--- config.mk ---
export PLATFORM = sky130hd
export DESIGN_NAME = gpio_cfg_lock
export DESIGN_NICKNAME = d
export VERILOG_FILES = /design/src/rtl/gpio_lock_pkg.sv /design/src/rtl/gpio_rst_sync.sv /design/src/rtl/gpio_lock_seq.sv /design/src/rtl/gpio_cfg_gate.sv /design/src/rtl/gpio_cfg_lock.sv
export SDC_FILE = /design/constraint.sdc
export NUM_CORES = 1
export LEC_CHECK = 0
export ABC_AREA = 1
export CAP_MARGIN = 20
export CORE_UTILIZATION = 29
export CTS_CLUSTER_SIZE = 24
export DETAILED_ROUTE_END_ITERATION = 7
export PLACE_DENSITY_LB_ADDON = 0.1
export SLEW_MARGIN = 20
export SYNTH_ARGS = -nofsm -noshare
export SYNTH_HDL_FRONTEND = slang
export SYNTH_HIERARCHICAL = 1
export SYNTH_SLANG_ARGS = --single-unit
--- constraint.sdc ---
create_clock -name clk -period 1.3 [get_ports clk]
set_input_delay 0.13 -clock clk [delete_from_list [all_inputs] [get_ports clk]]
set_output_delay 0.13 -clock clk [all_outputs]
set_load 0.01 [all_outputs]
--- src/rtl/gpio_lock_pkg.sv ---
package gpio_lock_pkg;
  typedef enum logic [2:0] {
    LK_IDLE,
    LK_STEP1,
    LK_STEP2,
    LK_STEP3,
    LK_HELD
  } lk_state_e;
endpackage

--- src/rtl/gpio_rst_sync.sv ---
module gpio_rst_sync #(
  parameter int STAGES = 2
) (
  input  logic clk,
  input  logic rst_n,
  output logic rst_n_sync
);
  logic [STAGES-1:0] chain_q;

  always_ff @(posedge clk or negedge rst_n) begin
    if (!rst_n) chain_q <= '0;
    else        chain_q <= {chain_q[STAGES-2:0], 1'b1};
  end

  assign rst_n_sync = chain_q[STAGES-1];
endmodule

--- src/rtl/gpio_lock_seq.sv ---
module gpio_lock_seq
  import gpio_lock_pkg::*;
#(
  parameter int NPINS = 16
) (
  input  logic             clk,
  input  logic             rst_n,
  input  logic             wr,
  input  logic             rd,
  input  logic             word,
  input  logic             wkey,
  input  logic [NPINS-1:0] wmask,
  output logic             locked,
  output logic [NPINS-1:0] mask
);
  lk_state_e        state_q, state_d;
  logic [NPINS-1:0] mask_q, mask_d;
  logic             mask_en;
  logic             same_mask;

  assign same_mask = (wmask == mask_q);

  always_comb begin
    state_d = state_q;
    case (state_q)
      LK_IDLE: begin
        if (wr && word && wkey) state_d = LK_STEP1;
      end
      LK_STEP1: begin
        if ((wr || rd) && !word) state_d = LK_IDLE;
        else if (wr)             state_d = (!wkey && same_mask) ? LK_STEP2 : LK_IDLE;
      end
      LK_STEP2: begin
        if ((wr || rd) && !word) state_d = LK_IDLE;
        else if (wr)             state_d = (wkey && same_mask) ? LK_STEP3 : LK_IDLE;
      end
      LK_STEP3: begin
        if (wr)                  state_d = LK_IDLE;
        else if (rd)             state_d = word ? LK_HELD : LK_IDLE;
      end
      LK_HELD:  state_d = LK_HELD;
      default:  state_d = LK_IDLE;
    endcase
  end

  always_comb begin
    mask_en = (state_q != LK_HELD) && wr && word;
    mask_d  = wmask;
  end

  always_ff @(posedge clk or negedge rst_n) begin
    if (!rst_n) begin
      state_q <= LK_IDLE;
      mask_q  <= '0;
    end else begin
      state_q <= state_d;
      if (mask_en) mask_q <= mask_d;
    end
  end

  assign locked = (state_q == LK_HELD);
  assign mask   = mask_q;
endmodule

--- src/rtl/gpio_cfg_gate.sv ---
module gpio_cfg_gate #(
  parameter int NPINS = 16,
  parameter int NCFG  = 6
) (
  input  logic [NCFG-1:0]       sel,
  input  logic [NPINS-1:0]      pins,
  input  logic [NPINS-1:0]      frozen,
  output logic [NCFG*NPINS-1:0] wen
);
  for (genvar r = 0; r < NCFG; r++) begin : g_reg
    assign wen[r*NPINS +: NPINS] = {NPINS{sel[r]}} & pins & ~frozen;
  end
endmodule

--- src/rtl/gpio_cfg_lock.sv ---
module gpio_cfg_lock #(
  parameter int NPINS  = 16,
  parameter int NCFG   = 6,
  parameter int DATA_W = 32
) (
  input  logic                   clk,
  input  logic                   rst_n,
  input  logic                   lk_wr,
  input  logic                   lk_rd,
  input  logic                   lk_word,
  input  logic [DATA_W-1:0]      lk_wdata,
  output logic [DATA_W-1:0]      lk_rdata,
  input  logic [NCFG-1:0]        cfg_sel,
  input  logic [NPINS-1:0]       cfg_pins,
  output logic [NCFG*NPINS-1:0]  cfg_wen,
  input  logic [NPINS-1:0]       dat_pins,
  output logic [NPINS-1:0]       dat_wen
);
  localparam int KEY_BIT = NPINS;
  localparam int PAD_W   = DATA_W - KEY_BIT - 1;

  logic             rst_n_sync;
  logic             locked;
  logic [NPINS-1:0] mask;
  logic [NPINS-1:0] frozen;

  gpio_rst_sync #(.STAGES(2)) u_rst (
    .clk        (clk),
    .rst_n      (rst_n),
    .rst_n_sync (rst_n_sync)
  );

  gpio_lock_seq #(.NPINS(NPINS)) u_seq (
    .clk    (clk),
    .rst_n  (rst_n_sync),
    .wr     (lk_wr),
    .rd     (lk_rd),
    .word   (lk_word),
    .wkey   (lk_wdata[KEY_BIT]),
    .wmask  (lk_wdata[NPINS-1:0]),
    .locked (locked),
    .mask   (mask)
  );

  assign frozen = locked ? mask : '0;

  gpio_cfg_gate #(.NPINS(NPINS), .NCFG(NCFG)) u_gate (
    .sel    (cfg_sel),
    .pins   (cfg_pins),
    .frozen (frozen),
    .wen    (cfg_wen)
  );

  assign lk_rdata = {{PAD_W{1'b0}}, locked, mask};
  assign dat_wen  = dat_pins;
endmodule

==> results.cfg <==
[status]
run_status = complete, but fails checks
violations = negative setup slack

[setup_path]
critPathRequiredTime_ps = 1170
arrival_time_reported_for_the_critical_path_endpoint_ps = 1700
crit_fanout = 7
critPathLaunchType = register
crit_path_end_kind = output pin
setup.worst_path.class = register to output pin

[sta]
final.period_utilization_pct = 141
hold_viol_final = 0
rsz0062_at_grt = yes
finalWorstSetupSlack_ps = -533
clock.fmax_mhz = 545
fin_worst_skew_ps = 1.55
layout_min_cycle_time_ps = 1830
setup_tns_ps = -39170
finalSetupViolations = 115
maxSlewViolCount = 0

[finish]
num_antenna_cells = 0
final.fill_count = 805
finalNetCount = 771
area_growth_syn_to_layout_pct = 101
final_design_area_no_fill_um2 = 5080
final_cell_mix = 150 x sky130_fd_sc_hd__nand2_1, 68 x sky130_fd_sc_hd__buf_6, 66 x sky130_fd_sc_hd__buf_2, 62 x sky130_fd_sc_hd__nor2_1, 55 x sky130_fd_sc_hd__buf_4
layout_cells_sized_above_1_pct = 49.6
final_common_cell = sky130_fd_sc_hd__nand2_1

[clock_network]
cts.clk_slew.worst_paths_ps = 80
cts_num_sinks = 21
tritoncts = done
holdBufCountCts = 0
clk_path_buf_depth = 2
number_of_h_tree_levels = 1
tritoncts.num_buffers = 3
clock_latency_ps = 260
root_buffer = sky130_fd_sc_hd__clkbuf_8

[routing]
ant_nets = 0
num_vias = 3478
drt-total-wl_um = 10300
route.detailed.vias_per_inst = 4.35
drc = 0
detail_route.iter0.violations = 126
avgRoutedWirePerCell_um = 12.8
drt-pass1-iter-count = 4

[yosys]
synth-async-reset-ratio_pct = 100
synth-seq-cells = 21
postSynthCellCount = 460
synth_area_um2 = 2530
yosys_most_used_dff = sky130_fd_sc_hd__dfrtp_1
synth_seq_area_share_pct = 20.7
synth_warnings = 6
synthesis.area_per_instance_um2 = 5.51
synth_cell_type_count = 23
synth_edf_count = 0

[run]
maxCapViolCount = 0

[placement]
input_output_buffers = 156
detailed_placement_wirelength_estimate_um = 7070
place_congestion = 0.768
pre_cts_ws_ps = -451
placed_area_um2 = 4350

[grt]
antenna_found_initial = 0
grtUsageTotal_pct = 20.3
pin_count_of_the_biggest_net_entering_global_routing = 20
vias_in_the_first_global_route = 3144
grt.overflow.total = 0
wire_length_of_the_first_global_routing_pass_um = 14800

[power_and_ir_drop]
power_frac_clock_pct = 14.1
switching_share_pct = 39.9
power.density_cell_area_nw_per_um2 = 627
intPower_mw = 1.92
report.power.total_mw = 3.19
p_leak_nw = 2.94
seqPwrFrac_pct = 25.4
ir_drop_mv = 0.379
p_sw_mw = 1.27
power.combinational.fraction_pct = 60.5

[die]
initial_standard_cell_utilization_of_the_core_pct = 30.4
floorplan.die.height_um = 95.5
top_level_ports = 219
core_area_um2 = 8340
die-area_um2 = 9110
fp.dieW_um = 95.5
fp-row-count = 33

[worst_hold_path]
worstHoldPathType = input pin to async pin
## kinds of logic (layout without fill, tap and decap cells)
group	Yosys count	after routing	share of synthesized area, %
other	2	16	0.296
XOR/XNOR	1	1	0.346
buffers and inverters	106	327	24.6
AO/OA/AOI/OAI	21	21	6.77
AND/OR/NAND/NOR	309	309	47.2
flip-flops	21	21	20.7
## cells in the mapped netlist, types with 2 or more instances
library cell                 n  area [um^2]
sky130_fd_sc_hd__buf_6      11          124
sky130_fd_sc_hd__inv_2       4         15.0
sky130_fd_sc_hd__conb_1      2         7.51
sky130_fd_sc_hd__nor2_2      2         12.5
sky130_fd_sc_hd__dfrtp_1    21          526
sky130_fd_sc_hd__clkbuf_2    6         30.0
sky130_fd_sc_hd__and2_1      2         12.5
sky130_fd_sc_hd__nand2_1   180          676
sky130_fd_sc_hd__nand2_2     6         37.5
sky130_fd_sc_hd__nor2_1    111          417
sky130_fd_sc_hd__o21ai_2    16          140
sky130_fd_sc_hd__nand3_1     7         35.0
sky130_fd_sc_hd__inv_1      51          191
sky130_fd_sc_hd__buf_4      32          240
## critical path: stages (launching register included)
cell                      delay (ps)
sky130_fd_sc_hd__dfrtp_1         410
sky130_fd_sc_hd__inv_2            80
sky130_fd_sc_hd__nand2_4          60
sky130_fd_sc_hd__nor2_4          130
sky130_fd_sc_hd__buf_6           150
sky130_fd_sc_hd__buf_6           120
sky130_fd_sc_hd__nand2_4          40
sky130_fd_sc_hd__inv_2            60
sky130_fd_sc_hd__buf_6           110
sky130_fd_sc_hd__buf_6           100
sky130_fd_sc_hd__nor2_1           30
sky130_fd_sc_hd__buf_2           140
## metal layers
metal	track usage (%)	routed length (um)
met1	24.9	4070
met2	36.6	5250
met3	3.67	808
met4	4.73	139
met5	0	0
## through the flow
stage	hold WS, ps	util (%)	instances
2_1_floorplan	-166	-	474
3_3_place_gp	211	52.1	739
3_5_place_dp	214	52.1	739
4_1_cts	21.2	53.8	787
5_1_grt	12.8	61.0	800
6_report	18.5	61.0	800
## registers in the layout, indices dropped and copies added, names as in the netlist
register	count
u_rst/chain_q	2
u_seq/mask	16
u_seq/state_q	3
## final timing paths
kind | start | end | slack, ps | cells past startpoint
worst max-delay path | u_seq/state_q[1] | cfg_wen[90] | -530 | 11
worst min-delay path | rst_n | u_rst/chain_q[0] | 20 | 1
worst max register to register | u_seq/state_q[1] | u_seq/mask[8] | -90 | 7
worst min register to register | u_rst/chain_q[1] | u_seq/mask[8] | 200 | 1
max in group asynchronous | u_rst/chain_q[1] | u_seq/mask[8] | 870 | 1
min in group clk | dat_pins[11] | dat_wen[11] | 260 | 0
## power groups by stage
stage / sequential [mW] / clock (mW) / combinational [mW]
after detailed placement: 0.802 / 0 / 1.67
after CTS: 0.799 / 0.459 / 1.61
after floorplan: 0.875 / 0 / 0.738
after global routing: 0.819 / 0.494 / 2.10
after global placement: 0.805 / 0 / 1.65
final: 0.810 / 0.450 / 1.93
## repair_timing
action | CTS | global route
pin swaps | 23 | 52
setup endpoints to repair | 131 | 116
setup buffers | 44 | 17
gates cloned | 2 | 1
gates resized for setup | 442 | 167
## cell type report
class	instances	area (um^2)	area share, %
clock buffer	4	45.0	0.886
multi-input combinational	347	1820	35.9
tap	105	131	2.58
sequential	21	527	10.4
inverter	56	228	4.48
timing repair buffer	267	2330	45.8
Note: power is estimated with default switching activity, not from simulation.
